==> src/rtl/pma_pkg.sv <==
package pma_pkg;
  localparam int unsigned MST_N   = 4;
  localparam int unsigned PHASE_W = 3;
  localparam int unsigned POWER_W = 8;
  localparam int unsigned RANK_W  = 2;

  typedef enum logic [1:0] {
    CFG_POWER  = 2'd0,
    CFG_RANK   = 2'd1,
    CFG_LIMIT  = 2'd2,
    CFG_LIMIT2 = 2'd3
  } cfg_sel_e;
endpackage

==> src/rtl/pma_tables.sv <==
module pma_tables
  import pma_pkg::*;
#(
  parameter int unsigned PW = PHASE_W,
  parameter int unsigned EW = POWER_W,
  parameter int unsigned RW = RANK_W,
  parameter int unsigned SW = POWER_W + 2,
  localparam int unsigned NS = 1 << PW
) (
  input  logic          clk,
  input  logic          rst_n,
  input  logic          cfg_we,
  input  logic [1:0]    cfg_sel,
  input  logic [PW-1:0] cfg_addr,
  input  logic [SW-1:0] cfg_data,
  output logic [EW-1:0] pwr_tab  [NS],
  output logic [RW-1:0] rank_tab [NS],
  output logic [SW-1:0] limit
);
  always_ff @(posedge clk or negedge rst_n) begin
    if (!rst_n) begin
      for (int e = 0; e < NS; e++) begin
        pwr_tab[e]  <= '0;
        rank_tab[e] <= '0;
      end
      limit <= '0;
    end else if (cfg_we) begin
      case (cfg_sel_e'(cfg_sel))
        CFG_POWER: pwr_tab[cfg_addr]  <= cfg_data[EW-1:0];
        CFG_RANK:  rank_tab[cfg_addr] <= cfg_data[RW-1:0];
        default:   limit              <= cfg_data;
      endcase
    end
  end
endmodule

==> src/rtl/pma_phase_sel.sv <==
module pma_phase_sel #(
  parameter int unsigned N  = 4,
  parameter int unsigned PW = 3,
  parameter int unsigned EW = 8,
  parameter int unsigned RW = 2,
  parameter int unsigned SW = 10,
  localparam int unsigned NS = 1 << PW
) (
  input  logic [N-1:0]  pend,
  input  logic [PW-1:0] cur      [N],
  input  logic [PW-1:0] tgt      [N],
  input  logic [EW-1:0] pwr_tab  [NS],
  input  logic [RW-1:0] rank_tab [NS],
  input  logic [SW-1:0] limit,
  output logic [SW-1:0] total,
  output logic [N-1:0]  win
);
  function automatic logic [SW:0] widen(input logic [EW-1:0] v);
    logic [SW:0] w;
    w = '0;
    w[EW-1:0] = v;
    return w;
  endfunction

  // projected sum after swapping one master's phase cost
  function automatic logic within_limit(input logic [SW-1:0] sum,
                                        input logic [EW-1:0] leave,
                                        input logic [EW-1:0] enter,
                                        input logic [SW-1:0] lim);
    logic [SW:0] proj;
    proj = {1'b0, sum} - widen(leave) + widen(enter);
    return proj <= {1'b0, lim};
  endfunction

  logic [N-1:0] fit;

  always_comb begin
    total = '0;
    for (int i = 0; i < N; i++) total = total + SW'(pwr_tab[cur[i]]);
  end

  for (genvar i = 0; i < N; i++) begin : g_fit
    assign fit[i] = pend[i] &&
                    within_limit(total, pwr_tab[cur[i]], pwr_tab[tgt[i]], limit);
  end

  // highest target rank among fitting candidates, ties to the lower index
  always_comb begin
    logic          found;
    logic [RW-1:0] best_rank;
    found     = 1'b0;
    best_rank = '0;
    win       = '0;
    for (int i = 0; i < N; i++) begin
      if (fit[i] && (!found || rank_tab[tgt[i]] > best_rank)) begin
        found     = 1'b1;
        best_rank = rank_tab[tgt[i]];
        win       = '0;
        win[i]    = 1'b1;
      end
    end
  end
endmodule

==> src/rtl/pma_bus_pick.sv <==
module pma_bus_pick #(
  parameter int unsigned N = 4
) (
  input  logic         clk,
  input  logic         rst_n,
  input  logic [N-1:0] req,
  input  logic [N-1:0] hold,
  output logic [N-1:0] gnt
);
  function automatic logic [N-1:0] lowest_one(input logic [N-1:0] v);
    return v & (~v + N'(1));
  endfunction

  logic [N-1:0] elig;
  assign elig = req & ~hold;

  always_ff @(posedge clk or negedge rst_n) begin
    if (!rst_n) gnt <= '0;
    else        gnt <= lowest_one(elig);
  end


  bus_onehot_chk: assert property (@(posedge clk) disable iff (!rst_n)
    $onehot0(gnt));


  bus_served_chk: assert property (@(posedge clk) disable iff (!rst_n)
    (|elig) |=> (|gnt));

  for (genvar i = 0; i < N; i++) begin : g_chk

    bus_held_chk: assert property (@(posedge clk) disable iff (!rst_n)
      hold[i] |=> !gnt[i]);
  end
endmodule

==> src/rtl/power_phase_arbiter.sv <==
module power_phase_arbiter
  import pma_pkg::*;
#(
  parameter int unsigned N  = MST_N,
  parameter int unsigned PW = PHASE_W,
  parameter int unsigned EW = POWER_W,
  parameter int unsigned RW = RANK_W,
  localparam int unsigned SW = EW + $clog2(N),
  localparam int unsigned NS = 1 << PW
) (
  input  logic            clk,
  input  logic            rst_n,
  input  logic [N-1:0]    bus_req,
  output logic [N-1:0]    bus_gnt,
  input  logic [N-1:0]    ph_req,
  input  logic [N*PW-1:0] ph_target,
  output logic [N-1:0]    ph_gnt,
  output logic [N-1:0]    ph_pending,
  output logic [N*PW-1:0] ph_current,
  output logic [SW-1:0]   total_power,
  input  logic            cfg_we,
  input  logic [1:0]      cfg_sel,
  input  logic [PW-1:0]   cfg_addr,
  input  logic [SW-1:0]   cfg_data
);
  logic [PW-1:0] cur_q [N];
  logic [PW-1:0] tgt_q [N];
  logic [N-1:0]  pend_q;
  logic [N-1:0]  gnt_q;
  logic [N-1:0]  win;
  logic [EW-1:0] pwr_tab  [NS];
  logic [RW-1:0] rank_tab [NS];
  logic [SW-1:0] limit_q;

  pma_tables #(.PW(PW), .EW(EW), .RW(RW), .SW(SW)) u_tables (
    .clk      (clk),
    .rst_n    (rst_n),
    .cfg_we   (cfg_we),
    .cfg_sel  (cfg_sel),
    .cfg_addr (cfg_addr),
    .cfg_data (cfg_data),
    .pwr_tab  (pwr_tab),
    .rank_tab (rank_tab),
    .limit    (limit_q)
  );

  pma_phase_sel #(.N(N), .PW(PW), .EW(EW), .RW(RW), .SW(SW)) u_sel (
    .pend     (pend_q),
    .cur      (cur_q),
    .tgt      (tgt_q),
    .pwr_tab  (pwr_tab),
    .rank_tab (rank_tab),
    .limit    (limit_q),
    .total    (total_power),
    .win      (win)
  );

  pma_bus_pick #(.N(N)) u_bus (
    .clk   (clk),
    .rst_n (rst_n),
    .req   (bus_req),
    .hold  (pend_q | ph_req),
    .gnt   (bus_gnt)
  );

  always_ff @(posedge clk or negedge rst_n) begin
    if (!rst_n) begin
      for (int i = 0; i < N; i++) begin
        cur_q[i] <= '0;
        tgt_q[i] <= '0;
      end
      pend_q <= '0;
      gnt_q  <= '0;
    end else begin
      gnt_q <= win;
      for (int i = 0; i < N; i++) begin
        if (win[i]) begin
          cur_q[i]  <= tgt_q[i];
          pend_q[i] <= 1'b0;
        end else if (!pend_q[i] && ph_req[i]) begin
          pend_q[i] <= 1'b1;
          tgt_q[i]  <= ph_target[i*PW +: PW];
        end
      end
    end
  end

  assign ph_gnt     = gnt_q;
  assign ph_pending = pend_q;

  for (genvar i = 0; i < N; i++) begin : g_out
    assign ph_current[i*PW +: PW] = cur_q[i];


    pend_no_bus_chk: assert property (@(posedge clk) disable iff (!rst_n)
      ph_pending[i] |-> !bus_gnt[i]);


    denied_holds_chk: assert property (@(posedge clk) disable iff (!rst_n)
      (pend_q[i] && !win[i]) |=> (pend_q[i] && $stable(tgt_q[i])));


    gnt_clears_chk: assert property (@(posedge clk) disable iff (!rst_n)
      ph_gnt[i] |-> !ph_pending[i]);
  end


  one_phase_gnt_chk: assert property (@(posedge clk) disable iff (!rst_n)
    $onehot0(ph_gnt));


  limit_kept_chk: assert property (@(posedge clk) disable iff (!rst_n)
    ((|ph_gnt) && !$past(cfg_we)) |-> (total_power <= limit_q));
endmodule

==> config.mk <==
export PLATFORM = sky130hd
export DESIGN_NAME = power_phase_arbiter
export DESIGN_NICKNAME = d
export VERILOG_FILES = /design/src/rtl/pma_pkg.sv /design/src/rtl/pma_tables.sv /design/src/rtl/pma_phase_sel.sv /design/src/rtl/pma_bus_pick.sv /design/src/rtl/power_phase_arbiter.sv
export SDC_FILE = /design/constraint.sdc
export NUM_CORES = 1
export LEC_CHECK = 0
export ABC_AREA = 1
export BUFFER_PORTS_ARGS = -buffer_cell sky130_fd_sc_hd__clkbuf_2
export CAP_MARGIN = 20
export CELL_PAD_IN_SITES_DETAIL_PLACEMENT = 1
export CELL_PAD_IN_SITES_GLOBAL_PLACEMENT = 1
export CORE_MARGIN = 1
export CORE_UTILIZATION = 41
export CTS_CLUSTER_DIAMETER = 30
export DETAILED_ROUTE_END_ITERATION = 10
export GPL_ROUTABILITY_DRIVEN = 0
export GPL_TIMING_DRIVEN = 0
export PLACE_DENSITY_LB_ADDON = 0.1
export SLEW_MARGIN = 25
export SYNTH_ARGS = -nofsm -noshare
export SYNTH_HDL_FRONTEND = slang
export SYNTH_SLANG_ARGS = --single-unit
==> constraint.sdc <==
create_clock -name clk -period 9.07 [get_ports clk]
set_clock_uncertainty 0.15 [all_clocks]
set_input_delay 0.907 -clock clk [delete_from_list [all_inputs] [get_ports clk]]
set_output_delay 0.907 -clock clk [all_outputs]
set_load 0.005 [all_outputs]
# Word-level counts from Yosys, hierarchy flattened
# Cells that the tools add are included.
# totals
register_bits	126
inputBits	38
word_cells	175
# classes
reduce_logical	35
n_eq_ne	1
addsub	12
magnitude_cmp	17
mux	60
bitwise_logic	19
# ops
cell	n
binary-select mux 8 bit (select 3 bit)	8
two-way mux 8 bit	17
bitwise mux 64 bit	1
adder 11 x 8 -> 11 bit	4
<= comparator 11 x 10 -> 1 bit	4
subtractor 10 x 8 -> 11 bit	4
>= comparator 4 bit (second input constant)	9
inverter 3 -> 4 bit	9
binary-select mux 2 bit (select 3 bit)	4
demux 8 bit (select 3 bit)	1
two-way mux 2 bit	12
adder 10 x 8 -> 10 bit	2
bitwise mux 16 bit	1
AND reduction 2 bit	7
logical AND 1 bit	12
two-way mux 1 bit	12
two-way mux 4 bit	3
adder 8 x 8 -> 9 bit	1
AND 4 bit	2
inverter 4 bit	2
nonzero test 2 bit	4
logical NOT 1 bit	7
demux 2 bit (select 3 bit)	1
greater-than comparator 2 bit	3
8 further kinds	14

# Depth between registers and ports, before layout
# Gate-level depths: netlist of run 1.
# depth
ltp_word	26
mapped_depth	66
depth_no_buf	65

# Cells and area by module
# From an unflattened synthesis of run 1, not the netlist that was laid out.
# hier_totals
hier_cells	2171
area_unflattened_um2	14153.6
# modules_own_cells
module	cells_each	instances	area_each_um2
pma_phase_sel	1590	1	9075.0
pma_tables	435	1	3694.8
power_phase_arbiter	128	1	1221.2
pma_bus_pick	18	1	162.7

# Worst setup path before layout of run 1
# Ideal clock, no wire load.
# synth_timing
path_type	reg-to-reg
from	reg cur_q (netlist bit ph_current[3])
to	reg cur_q (netlist bit ph_current[1])
period_less_slack_ns	9.615
t_required_ns	8.803
stages_incl_launch_ff	65
slack_ns	-0.545
arrival_ns	9.348
cell_sequence	dfrtp_1 > clkbuf_1 > clkbuf_1 > o21ai_0 > nand2_1 > nor2_1 > a31oi_1 > ha_1 > inv_1 > fa_1 > o21ai_0 > a21oi_1 > inv_1 > a21oi_1 > xor2_1 > fa_1 > ha_1 > nand2_2 > [29 not listed] > ha_1 > inv_1 > nor2_1 > o21ai_0 > nand2_2 > nand2_4 > buf_8 > nand2_1 > nand2_1 > ha_1 > inv_1 > nor2_1 > o21ai_0 > nand2_2 > nand2_4 > nand3_2 > nand2_1 > nand2_1
# synth_via
elab_chain_cells	24
# synth_rtl
item	line_no	text
start, declared	power_phase_arbiter.sv:26	logic [PW-1:0] cur_q [N];
start signal, assigned by index	power_phase_arbiter.sv:78	cur_q[i] <= tgt_q[i];
inverter 3 -> 4 bit (implied by the code) *	pma_phase_sel.sv:39	for (int i = 0; i < N; i++) total = total + SW'(pwr_tab[cur[i]]);
binary-select mux 8 bit (select 3 bit) *	pma_phase_sel.sv:39	
two-way mux 8 bit (implied by the code) * (2 in series)	pma_phase_sel.sv:39	
adder 8 x 8 -> 9 bit *	pma_phase_sel.sv:39	
adder 10 x 8 -> 10 bit * (2 in series)	pma_phase_sel.sv:39	
via total_power[7]	power_phase_arbiter.sv:20	output logic [SW-1:0] total_power,
subtractor 10 x 8 -> 11 bit	pma_phase_sel.sv:31	proj = {1'b0, sum} - widen(leave) + widen(enter);
adder 11 x 8 -> 11 bit	pma_phase_sel.sv:31	
[7 not listed]	n/a	
greater-than comparator 2 bit / logical NOT 1 bit (equally long branches)	pma_phase_sel.sv:55	if (fit[i] && (!found || rank_tab[tgt[i]] > best_rank)) begin
logical OR 1 bit	pma_phase_sel.sv:55	
logical AND 1 bit	pma_phase_sel.sv:55	
two-way mux 2 bit / two-way mux 1 bit (equally long branches)	pma_phase_sel.sv:55	
greater-than comparator 2 bit / logical NOT 1 bit (equally long branches)	pma_phase_sel.sv:55	
logical OR 1 bit	pma_phase_sel.sv:55	
logical AND 1 bit	pma_phase_sel.sv:55	
two-way mux 4 bit *	pma_phase_sel.sv:55	
# The timed path passes the listed nets; every way through them passes the cells marked *. The select of a mux whose other input is x is not followed.
# A chain may end at the register's enable or synchronous reset.

# Worst setup path after layout of run 1
# layout_timing
from	reg cur_q (netlist bit ph_current[0])
to	reg cur_q (netlist bit ph_current[0])
# layout_via
elab_chain_cells	24
# layout_rtl
item	line_no	text
inverter 3 -> 4 bit (implied by the code) *	pma_phase_sel.sv:39, pma_phase_sel.sv:44	
binary-select mux 8 bit (select 3 bit) *	pma_phase_sel.sv:39, pma_phase_sel.sv:44	
two-way mux 8 bit (implied by the code) * (2 in series)	pma_phase_sel.sv:39, pma_phase_sel.sv:44	
adder 8 x 8 -> 9 bit	pma_phase_sel.sv:39	
adder 10 x 8 -> 10 bit (2 in series)	pma_phase_sel.sv:39	
subtractor 10 x 8 -> 11 bit	pma_phase_sel.sv:31	
adder 11 x 8 -> 11 bit	pma_phase_sel.sv:31	
<= comparator 11 x 10 -> 1 bit	pma_phase_sel.sv:32	return proj <= {1'b0, lim};
[6 not listed]	n/a	
greater-than comparator 2 bit / logical NOT 1 bit (equally long branches)	pma_phase_sel.sv:55	
logical OR 1 bit	pma_phase_sel.sv:55	
logical AND 1 bit	pma_phase_sel.sv:55	
two-way mux 2 bit / two-way mux 1 bit (equally long branches)	pma_phase_sel.sv:55	
greater-than comparator 2 bit / logical NOT 1 bit (equally long branches)	pma_phase_sel.sv:55	
logical OR 1 bit	pma_phase_sel.sv:55	
logical AND 1 bit	pma_phase_sel.sv:55	
two-way mux 4 bit *	pma_phase_sel.sv:55	
# Mark *: on every way between the ends. The rest lies on a longest branch, timed or not. The select of a mux whose other input is x is not followed.

==> results of run 1 <==
layer usage:
layer	up-vias	GRT usage [%]	share of wire (%)
li1	7287	-	-
met1	7979	47.2	38
met2	923	64.0	45
met3	288	10.0	9.8
met4	2	27.6	7.5
met5	-	0	0.022
cells by family (layout without fill, tap and decap cells):
group	count (synthesis)	count (layout)	synth area share, %
AO/OA/AOI/OAI	790	790	30.1
XOR/XNOR	42	42	2.67
adder cells (fa/ha/maj)	147	147	15.6
buffers and inverters	378	547	10.6
flip-flops	126	126	22.9
AND/OR/NAND/NOR	582	582	18.1
stage by stage:
stage	hold slack, ns	setup TNS, ns	setup slack [ns]	instances
after floorplan	0.303	0	0.0114	2065
after global placement	0.316	-36.25	-1.91	2577
after detailed placement	0.323	-41.46	-2.19	2578
after CTS	0.238	-13.86	-0.763	2647
after global routing	0.256	-27.01	-1.44	2676
final	0.221	-18.26	-0.982	2676
sequential cells by signal (all words and copies together) (netlist names):
register / count
u_bus.gnt: 4
u_tables.pwr_tab: 64
tgt_q: 12
ph_current: 12
u_tables.rank_tab: 16
ph_pending: 4
u_tables.limit: 10
ph_gnt: 4
critical path: cells and delay by family (launching register included):
family,cells,cell delay (ns)
adders and majority gates,10,3.51
AOI/OAI and AO/OA,13,1.69
and+or+nand+nor,24,2.44
buffers and inverters,11,1.06
xor gates and xnor gates,3,0.54
DFF,1,0.48
worst max path at each step:
stage	startpoint	slack (ns)	end
floorplan	ph_current[3]	0.01	ph_current[1]
detailed placement	ph_current[3]	-2.19	ph_current[0]
global placement	ph_current[3]	-1.91	ph_current[2]
finish	ph_current[0]	-0.98	ph_current[0]
global route	ph_current[0]	-1.44	ph_current[5]
CTS	ph_current[0]	-0.76	ph_current[0]
layout by cell type (no fill, tap or decap), types with 25 or more instances in the layout:
cell type	instances
nand3_1	75
xor2_1	25
a21oi_1	316
o21ai_0	353
nand2_1	370
clkbuf_2	74
ha_1	91
a31oi_1	33
inv_1	220
dfrtp_1	122
clkbuf_1	92
nor2_1	59
buf_4	67
fa_1	38
timing repair:
item                                    4_1_cts  5_1_grt
pin swaps                                    60       71
cloned                                        2        0
gates resized for setup                     120       71
endpoints found under the setup margin       20       20
buffers inserted                             37       31
area by class of cell:
cell class                      instances  area share [%]
Timing Repair Buffer                  141            5.69
Multi-Input combinational cell       1561            58.7
Inverter                              248            5.78
Sequential cell                       126            18.8
Clock inverter                         15            1.40
Buffer                                126            3.83
Tap cell                              442            3.29
Clock buffer                           17            2.53
==> implementation parameters, run 1 <==
Parameter                              Value

Synthesis
  Number of different library cells in the post-synthesis netlist ... 50
  Post-Synthesis Net Count ... 2250
  Cells taking the most area after synthesis ... dfrtp_1 23%, o21ai_0 13%, a21oi_1 12%
  Top cells by instance count after synthesis ... 383 x nand2_1, 369 x o21ai_0, 332 x a21oi_1
  Number of synthesized register bits ... 126
  Syn Inst Count ... around 2100
  Synth Cell Area ... ~14000 um2
  Sequential fraction of the synthesis area ... between 20% and 30%
  Synth async-reset ratio ... 100%
  Most repeated cell in the gate-level netlist after synthesis ... nand2_1
  Predominant post-synthesis flop cell ... dfrtp_1
  Mean Syn Cell Area ... 6.68 um2
  Yosys synthesis warning count ... 0
  Area share of the largest cell type after synthesis ... 22.9%
  Number of flops mapped to enable cells by yosys ... 0
  Area leader, netlist ... dfrtp_1

Layout
  Inserted Diodes ... 0
  Area used by sequential logic in the layout ... 3160 um2
  Layout overhead on the synthesized area ... 21.7%
  Final net count ... 2406
  Utilization after layout ... between 50% and 60%
  Count of fill cells added during filler insertion ... 4336
  Proportion of layout cells with a drive suffix above 1 ... approximately 16%
  Multi-input combinational cell area ... slightly below 10000 um2
  Cell area after layout ... between 15000 and 20000 um2

Timing
  Finish-stage setup viols ... 20
  Final-report max-slew violation count ... 0
  Period minus WS final ... about 10 ns
  Transition at the pin with the smallest max-transition slack ... 0.988 ns
  Number of hold-slack violations in the final timing report ... 0
  Post-route setup slack ... -0.982 ns
  RSZ-0062 raised after global routing ... true
  Achievable frequency ... between 90 and 100 MHz
  Ratio of final minimum period to clock period ... 111%
  Relative max-transition margin ... 34.2%

Routing
  Routed via count ... ~16000
  Average wire length per cell after detail routing ... between 20 and 30 um
  Starting DRC count in detailed routing ... 1598
  DRC violations left ... 0
  DRT Pass-1 Iters ... 9
  Sum of routed wire length over all layers ... approximately 69000 um
  Via count normalized by instance count ... about 6.2
  Count of antenna-violating nets left after detailed routing ... 0

Worst setup path
  Critical Path Max Stage Delay ... slightly below 0.6 ns
  Crit Reg-Reg Startpoint ... ph_current[0]
  Data arrival time at the worst-slack endpoint ... a little over 10 ns
  Worst-path fanout max ... 10
  CP Capture Type ... flop
  Crit-path most repeated cell ... nand2_1
  Worst flop-to-flop path endpoint ... ph_current[0]
  Start-to-end type of the worst setup path ... flop to flop
  Worst Setup Start Kind ... flop
  Number of cells traversed by the worst register-to-register path ... slightly above 60
  Flop2flop setup slack ... -0.98 ns
  Slowest cell on the critical path ... fa_1
  Data required time at the worst endpoint ... between 9 and 10 ns

Run status
  Failing checks ... negative setup slack
  Run status ... complete, but fails checks

Worst hold path
  Hold Path Class ... input pin to asynchronous set/reset pin

Floorplan
  Initial core utilization ... between 40% and 50%
  Die Outline Area ... around 34000 um2
  Die width ... around 190 um
  Vertical die dimension ... 185 um
  Number of rows in the core area ... between 60 and 70
  Core area ... 32800 um2
  I/O pin count ... a little over 70

Placement
  Port Buf Inserts ... 70
  Placed Area ... approximately 15000 um2
  Half-perimeter wire length after detailed placement ... between 50000 and 60000 um

GRT
  Leftover overflow at the end of global routing ... 0
  Total routing resource utilization after global routing ... about two fifths
  Vias in the first global route ... roughly 17000
  First-pass GRT wire length ... between 100000 and 150000 um
  Initial antenna violation count ... 1
  Pin count of the biggest net entering global routing ... 85

Clocking
  Clock sink count ... between 100 and 150
  Clock network latency to the later pin of the worst-skew pair ... 0.46 ns
  CTS hold repair buffers ... 0
  Number of buffers on the longest clock path ... 2
  Clock input transition at the sequential cells of the worst setup and hold paths ... approximately 0.070 ns
  TritonCTS buffer count ... 17
  TritonCTS clock tree ... done
  Number of levels the H-tree was split into ... 4
  CTS Root Buffer Type ... clkbuf_16

Flow run
  Max-Cap Viols ... 0
Power of run 1 is left out: the tool's default activity adds up to more than one toggle a clock period on the data nets, which glitch-free logic cannot reach.
==> run 2: changes to the inputs <==
--- a/config.mk
+++ b/config.mk
@@ -13,10 +13,12 @@
 export CORE_MARGIN = 1
 export CORE_UTILIZATION = 41
 export CTS_CLUSTER_DIAMETER = 30
+export CTS_CLUSTER_SIZE = 24
 export DETAILED_ROUTE_END_ITERATION = 10
 export GPL_ROUTABILITY_DRIVEN = 0
 export GPL_TIMING_DRIVEN = 0
 export PLACE_DENSITY_LB_ADDON = 0.1
+export SETUP_SLACK_MARGIN = 0.2
 export SLEW_MARGIN = 25
 export SYNTH_ARGS = -nofsm -noshare
 export SYNTH_HDL_FRONTEND = slang
==> run 2 against run 1 <==
Net effect:
- utilization is 1.0 points lower
- the flow still finishes with violations (negative setup slack)
- via count is 0.72% lower
- final cell count is 0.15% lower
- sequential share of layout area is 0.39 points higher
- highest routed layer unchanged
- die area stayed put
==> implementation parameters, run 2 (synthesized netlist as in run 1, its figures left out) <==
Parameter                              Value

Floorplan
  Vertical die dimension ... 185 um (unchanged)
  Die width ... 185 um (unchanged)
  I/O pin count ... 72 (unchanged)
  Initial core utilization ... 42.1% (unchanged)
  Core area ... 32800 um2 (unchanged)
  Die Outline Area ... 34400 um2 (unchanged)
  Number of rows in the core area ... 66 (unchanged)

Layout
  Layout overhead on the synthesized area ... 19.2%
  Most frequent cells in the layout ... 375 x nand2_1, 355 x o21ai_0, 322 x a21oi_1
  Largest register FFs ... 64 (unchanged)
  Inserted Diodes ... 0 (unchanged)
  Proportion of layout cells with a drive suffix above 1 ... 14.3% (-1.3 points)
  Largest reg by FF count ... u_tables.pwr_tab
  Cell area after layout ... 16400 um2 (-2.0%)
  Top Registers ... u_tables.pwr_tab (64), u_tables.rank_tab (16)
  Most common library cell in the layout ignoring fill and taps ... nand2_1
  Final net count ... 2402 (-0.17%)

GRT
  First-pass GRT wire length ... 101000 um (+0.54%)
  Total routing resource utilization after global routing ... 40.2% (+0.12 points)
  Leftover overflow at the end of global routing ... 0 (unchanged)
  Pin count of the biggest net entering global routing ... 75 (-12%)
  Vias in the first global route ... 16600 (+0.50%)
  Initial antenna violation count ... 2 (+1)

Placement
  Half-perimeter wire length after detailed placement ... 50600 um (+0.25%)
  Placed Area ... 14900 um2 (+0.69%)
  Port Buf Inserts ... 70 (unchanged)

Timing
  Period minus WS final ... 10.07 ns (+0.0154 ns)
  Number of hold-slack violations in the final timing report ... 0 (unchanged)
  Ratio of final minimum period to clock period ... 111% (+0.17 points)
  Transition at the pin with the smallest max-transition slack ... 1.05 ns (+0.0587 ns)
  Post-route setup slack ... -0.997 ns (-0.0154 ns)
  Achievable frequency ... 99.3 MHz (-0.15%)
  Finish-stage setup viols ... 20 (unchanged)
  Relative max-transition margin ... 30.2% (-3.9 points)
  Sum of negative setup slack ... -17.76 ns (+0.505 ns)
  Final-report max-slew violation count ... 0 (unchanged)
  RSZ-0062 raised after global routing ... true

Clocking
  TritonCTS buffer count ... 17 (unchanged)
  Number of levels the H-tree was split into ... 4 (unchanged)
  Clock sink count ... 126 (unchanged)
  TritonCTS clock tree ... done
  Clock network latency to the later pin of the worst-skew pair ... 0.45 ns (about the same)
  Number of buffers on the longest clock path ... 2 (unchanged)
  CTS hold repair buffers ... 0 (unchanged)
  Clock input transition at the sequential cells of the worst setup and hold paths ... 0.06 ns (about the same)
  CTS Root Buffer Type ... clkbuf_16

Run status
  Failing checks ... negative setup slack
  Run status ... complete, but fails checks

Worst setup path
  Data arrival time at the worst-slack endpoint ... 10.29 ns (+0.06 ns)
  Flop2flop setup slack ... -1.0 ns (-0.02 ns)
  Slowest cell on the critical path ... fa_1
  Worst flop-to-flop path endpoint ... ph_current[4]
  Crit-path most repeated cell ... nand2_2
  Start-to-end type of the worst setup path ... flop to flop
  Crit Reg-Reg Startpoint ... ph_current[3]
  Worst Setup Start Kind ... flop
  CP Capture Type ... flop
  Data required time at the worst endpoint ... 9.30 ns (+0.05 ns)
  Number of cells traversed by the worst register-to-register path ... 59 (-3.3%)
  Critical Path Max Stage Delay ... 0.56 ns (-0.02 ns)
  Worst-path fanout max ... 7 (-3)

Routing
  Count of antenna-violating nets left after detailed routing ... 0 (unchanged)
  Starting DRC count in detailed routing ... 1665 (+4.2%)
  Via count normalized by instance count ... 6.12 (-0.57%)
  Sum of routed wire length over all layers ... 68300 um (-1.4%)
  Average wire length per cell after detail routing ... 25.6 um (-1.3%)
  Routed via count ... 16400 (-0.72%)
  DRC violations left ... 0 (unchanged)
  DRT Pass-1 Iters ... 6 (-3)

Flow run
  Max-Cap Viols ... 0 (unchanged)

Worst hold path
  Hold Path Class ... input pin to asynchronous set/reset pin
run 2: cell count changes in the layout (fill, tap and decap cells not counted), sizes merged:
cell	delta
clkinv	+2
inv	+1
buf	-11
clkinvlp	-1
bufinv	-3
clkbuf	+8
run 2: what timing repair did:
action / 4_1_cts / 5_1_grt
gates resized for setup: 86 / 33
pin swaps: 61 / 51
endpoints found under the setup margin: 20 / 20
buffers inserted: 43 / 18
cloned: 1 / 0
run 2: worst max-delay path by stage:
| stage | end | start | depth (start not counted) | slack [ns] |
|---|---|---|---|---|
| 3_3_place_gp | ph_current[4] | ph_current[3] | 55 | -1.54 |
| 6_report | ph_current[4] | ph_current[3] | 59 | -1.0 |
| 4_1_cts | ph_current[4] | ph_current[3] | 65 | -0.68 |
| 2_1_floorplan | ph_current[1] | ph_current[0] | 62 | 0.20 |
| 3_5_place_dp | ph_current[4] | ph_current[3] | 59 | -1.82 |
| 5_1_grt | ph_current[4] | ph_current[3] | 66 | -1.35 |
run 2: critical path, delay by kind of cell (launching register included):
kind	cells	cell delay, ns
DFF	1	0.48
xor gates and xnor gates	3	0.62
and+or+nand+nor	24	2.54
AOI/OAI and AO/OA	11	1.51
buffers and inverters	11	1.09
adders and majority gates	10	3.54
run 2: layout make-up:
type	instances	area, um2
Sequential cell	126	3160
Multi-Input combinational cell	1561	9640
Clock inverter	14	161
Inverter	248	955
Fill cell	4317	16300
Tap cell	442	553
Clock buffer	18	439
Timing Repair Buffer	133	880
Buffer	130	662
run 2: through the flow:
stage	cells	util, %	worst slack (ns)	hold WS [ns]
2_1_floorplan	2065	-	0.205	0.303
3_3_place_gp	2577	45.4	-1.54	0.316
3_5_place_dp	2578	45.6	-1.82	0.324
4_1_cts	2654	49.4	-0.684	0.269
5_1_grt	2672	50.2	-1.35	0.298
6_report	2672	50.2	-0.997	0.262
run 2: metal layers:
metal | global-route usage [%] | up-vias | part of all wire, %
met1 | 48.3 | 7936 | 38
li1 | - | 7302 | -
met3 | 10.1 | 269 | 9.6
met4 | 26.5 | 2 | 7.1
met5 | 0 | - | 0.016
met2 | 63.6 | 852 | 45
Power of run 2 is left out for the same reason.
==> run 3: changes to the inputs <==
--- a/config.mk
+++ b/config.mk
@@ -22,4 +22,5 @@
 export SLEW_MARGIN = 25
 export SYNTH_ARGS = -nofsm -noshare
 export SYNTH_HDL_FRONTEND = slang
+export SYNTH_HIERARCHICAL = 1
 export SYNTH_SLANG_ARGS = --single-unit
==> run 3 against run 2 <==
Net effect:
- the flow still finishes with violations (negative setup slack)
- critical path depth up 1
- die area up 2.6%
- utilization up 0.67 points
- flip-flop and latch count unchanged
- final cell count up 4.6%
- clock-buffer cell count unchanged
==> implementation parameters, run 3 <==
Parameter                              Value

Run status
  Run status ... complete, but fails checks
  Failing checks ... negative setup slack

Routing
  Count of antenna-violating nets left after detailed routing ... 0 (unchanged)
  DRC violations left ... 0 (unchanged)
  Routed via count ... 16900 (+3.4%)
  Average wire length per cell after detail routing ... 24.3 um (-5.2%)
  Via count normalized by instance count ... 6.06 (-1.1%)
  Sum of routed wire length over all layers ... 67800 um (-0.85%)
  Starting DRC count in detailed routing ... 1722 (+3.4%)
  DRT Pass-1 Iters ... 5 (-1)

Timing
  Relative max-transition margin ... 42.1% (+12 points)
  RSZ-0062 raised after global routing ... true
  Achievable frequency ... 102 MHz (+2.6%)
  Number of hold-slack violations in the final timing report ... 0 (unchanged)
  Final-report max-slew violation count ... 0 (unchanged)
  Period minus WS final ... 9.81 ns (-0.253 ns)
  Ratio of final minimum period to clock period ... 108% (-2.8 points)
  Finish-stage setup viols ... 32 (+60%)
  Post-route setup slack ... -0.745 ns (+0.253 ns)
  Transition at the pin with the smallest max-transition slack ... 0.859 ns (-0.187 ns)

Clocking
  CTS Root Buffer Type ... clkbuf_16
  Number of levels the H-tree was split into ... 4 (unchanged)
  CTS hold repair buffers ... 0 (unchanged)
  Clock sink count ... 126 (unchanged)
  Number of buffers on the longest clock path ... 2 (unchanged)
  TritonCTS clock tree ... done
  Clock network latency to the later pin of the worst-skew pair ... 0.45 ns (about the same)
  TritonCTS buffer count ... 17 (unchanged)
  Clock input transition at the sequential cells of the worst setup and hold paths ... 0.06 ns (about the same)

Synthesis
  Number of flops mapped to enable cells by yosys ... 0 (unchanged)
  Number of different library cells in the post-synthesis netlist ... 44 (-12%)
  Area share of the largest cell type after synthesis ... 22.3% (-0.58 points)
  Most repeated cell in the gate-level netlist after synthesis ... nand2_1
  Syn Inst Count ... 2171 (+5.1%)
  Synth async-reset ratio ... 100% (unchanged)
  Top cells by instance count after synthesis ... 563 x nand2_1, 298 x a21oi_1, 293 x o21ai_0
  Synth Cell Area ... 14200 um2 (+2.6%)
  Predominant post-synthesis flop cell ... dfrtp_1
  Post-Synthesis Net Count ... 2354 (+4.6%)
  Number of synthesized register bits ... 126 (unchanged)
  Yosys synthesis warning count ... 6 (+6)
  Sequential fraction of the synthesis area ... 22.3% (-0.58 points)
  Cells taking the most area after synthesis ... dfrtp_1 22%, nand2_1 15%, a21oi_1 11%
  Area leader, netlist ... dfrtp_1
  Mean Syn Cell Area ... 6.52 um2 (-2.4%)

Layout
  Inserted Diodes ... 0 (unchanged)
  Proportion of layout cells with a drive suffix above 1 ... 17.2% (+2.9 points)
  Layout overhead on the synthesized area ... 21.3%
  Most common library cell in the layout ignoring fill and taps ... nand2_1
  Top Registers ... u_tables/pwr_tab (64), u_tables/rank_tab (16)
  Most frequent cells in the layout ... 526 x nand2_1, 283 x a21oi_1, 272 x o21ai_0
  Largest reg by FF count ... u_tables/pwr_tab
  Final net count ... 2516 (+4.7%)
  Count of fill cells added during filler insertion ... 4490 (+4.0%)
  Cell area after layout ... 17200 um2 (+4.4%)
  Filler-free cell count of the finished design ... 2794 (+4.6%)
  Largest register FFs ... 64 (unchanged)

Placement
  Port Buf Inserts ... 62 (-11%)
  Cell count after placement ... 2682 (+4.0%)
  Placed Area ... 15100 um2 (+1.4%)
  Half-perimeter wire length after detailed placement ... 50500 um (-0.21%)

Floorplan
  Number of rows in the core area ... 67 (+1.5%)
  Die Outline Area ... 35300 um2 (+2.6%)
  I/O pin count ... 72 (unchanged)
  Die width ... 188 um (+1.3%)
  Initial core utilization ... 41.9% (-0.19 points)
  Core area ... 33800 um2 (+3.0%)
  Vertical die dimension ... 188 um (+1.3%)

Worst setup path
  Flop2flop setup slack ... -0.74 ns (+0.25 ns)
  Start-to-end type of the worst setup path ... flop to flop
  Crit-path most repeated cell ... nand2_1
  Slowest cell on the critical path ... fa_2
  Worst flop-to-flop path endpoint ... tgt_q[5]
  Worst Setup Start Kind ... flop
  Data required time at the worst endpoint ... 9.25 ns (-0.05 ns)
  Buffering stage count on the worst path with inverters included ... 17 (+6)
  Number of cells traversed by the worst register-to-register path ... 60 (+1.7%)
  Crit Reg-Reg Startpoint ... ph_current[6]
  Data arrival time at the worst-slack endpoint ... 9.99 ns (-0.30 ns)
  Kind of cell adding the most delay to the critical path ... adder cells
  Worst-path fanout max ... 7 (unchanged)
  CP Capture Type ... flop
  Critical Path Max Stage Delay ... 0.54 ns (-0.02 ns)

GRT
  Pin count of the biggest net entering global routing ... 72 (-4.0%)
  Initial antenna violation count ... 0 (-2)
  Leftover overflow at the end of global routing ... 0 (unchanged)
  First-pass GRT wire length ... 99800 um (-0.92%)
  Total routing resource utilization after global routing ... 37.2% (-3.0 points)
  Vias in the first global route ... 16900 (+1.3%)

Worst hold path
  Hold Path Class ... input pin to asynchronous set/reset pin

Flow run
  Max-Cap Viols ... 0 (unchanged)
[run 3: worst max path at each step]
stage / startpoint / end / slack, ns / cells past startpoint
3_5_place_dp: ph_current[10] / tgt_q[4] / -2.20 / 61
3_3_place_gp: ph_current[11] / tgt_q[3] / -1.98 / 57
4_1_cts: ph_current[3] / tgt_q[5] / -0.40 / 61
5_1_grt: ph_current[6] / tgt_q[4] / -0.92 / 61
2_1_floorplan: ph_current[3] / tgt_q[3] / 0.21 / 61
6_report: ph_current[6] / tgt_q[5] / -0.74 / 60
[run 3: layer usage]
metal,GRT usage (%),wire [um],up-vias
met2,60.7,31500,841
li1,-,-,7591
met3,6.25,5050,209
met4,21.5,3770,0
met5,0,0,-
met1,46.3,27500,8277
[run 3: cells by family (layout without fill, tap and decap cells)]
| group | after synthesis | count (layout) | share of synthesized area, % |
|---|---|---|---|
| AND/OR/NAND/NOR | 837 | 837 | 25.4 |
| AO/OA/AOI/OAI | 664 | 664 | 24.6 |
| buffers and inverters | 361 | 536 | 9.93 |
| adder cells (fa/ha/maj) | 145 | 145 | 15.4 |
| flip-flops | 126 | 126 | 22.3 |
| XOR/XNOR | 38 | 38 | 2.35 |
[run 3: what timing repair did]
action,CTS,global route
gates cloned,2,0
resized for setup,188,59
pin swaps,67,59
setup buffers,64,14
endpoints found under the setup margin,32,32
[run 3: final cells by class]
type,count,area (um2),share of cell area [%]
clock buffers,18,429,2.50
multi-input cells,1684,10300,59.8
flip-flops and latches,126,3160,18.4
well taps,448,561,3.26
plain buffers,120,644,3.75
inverters,241,952,5.55
repair buffers,143,1000,5.84
clock inverters,14,158,0.918
[run 3: worst reg2reg max path, delay by kind of cell, from the launching register on]
kind	cells	cell delay [ns]
DFF	1	0.40
xor gates and xnor gates	2	0.46
AOI/OAI and AO/OA	11	1.75
buffers and inverters	17	1.75
adders and majority gates	9	3.12
and+or+nand+nor	21	2.07
[run 3: stage by stage]
stage / setup slack [ns] / utilization, % / hold slack [ns] / setup TNS (ns)
2_1_floorplan: 0.206 / - / 0.290 / 0
3_3_place_gp: -1.98 / 44.7 / 0.306 / -56.09
3_5_place_dp: -2.20 / 44.8 / 0.308 / -62.82
4_1_cts: -0.403 / 49.9 / 0.287 / -10.13
5_1_grt: -0.915 / 50.8 / 0.304 / -26.08
6_report: -0.745 / 50.8 / 0.273 / -21.12
Power of run 3 is left out for the same reason.
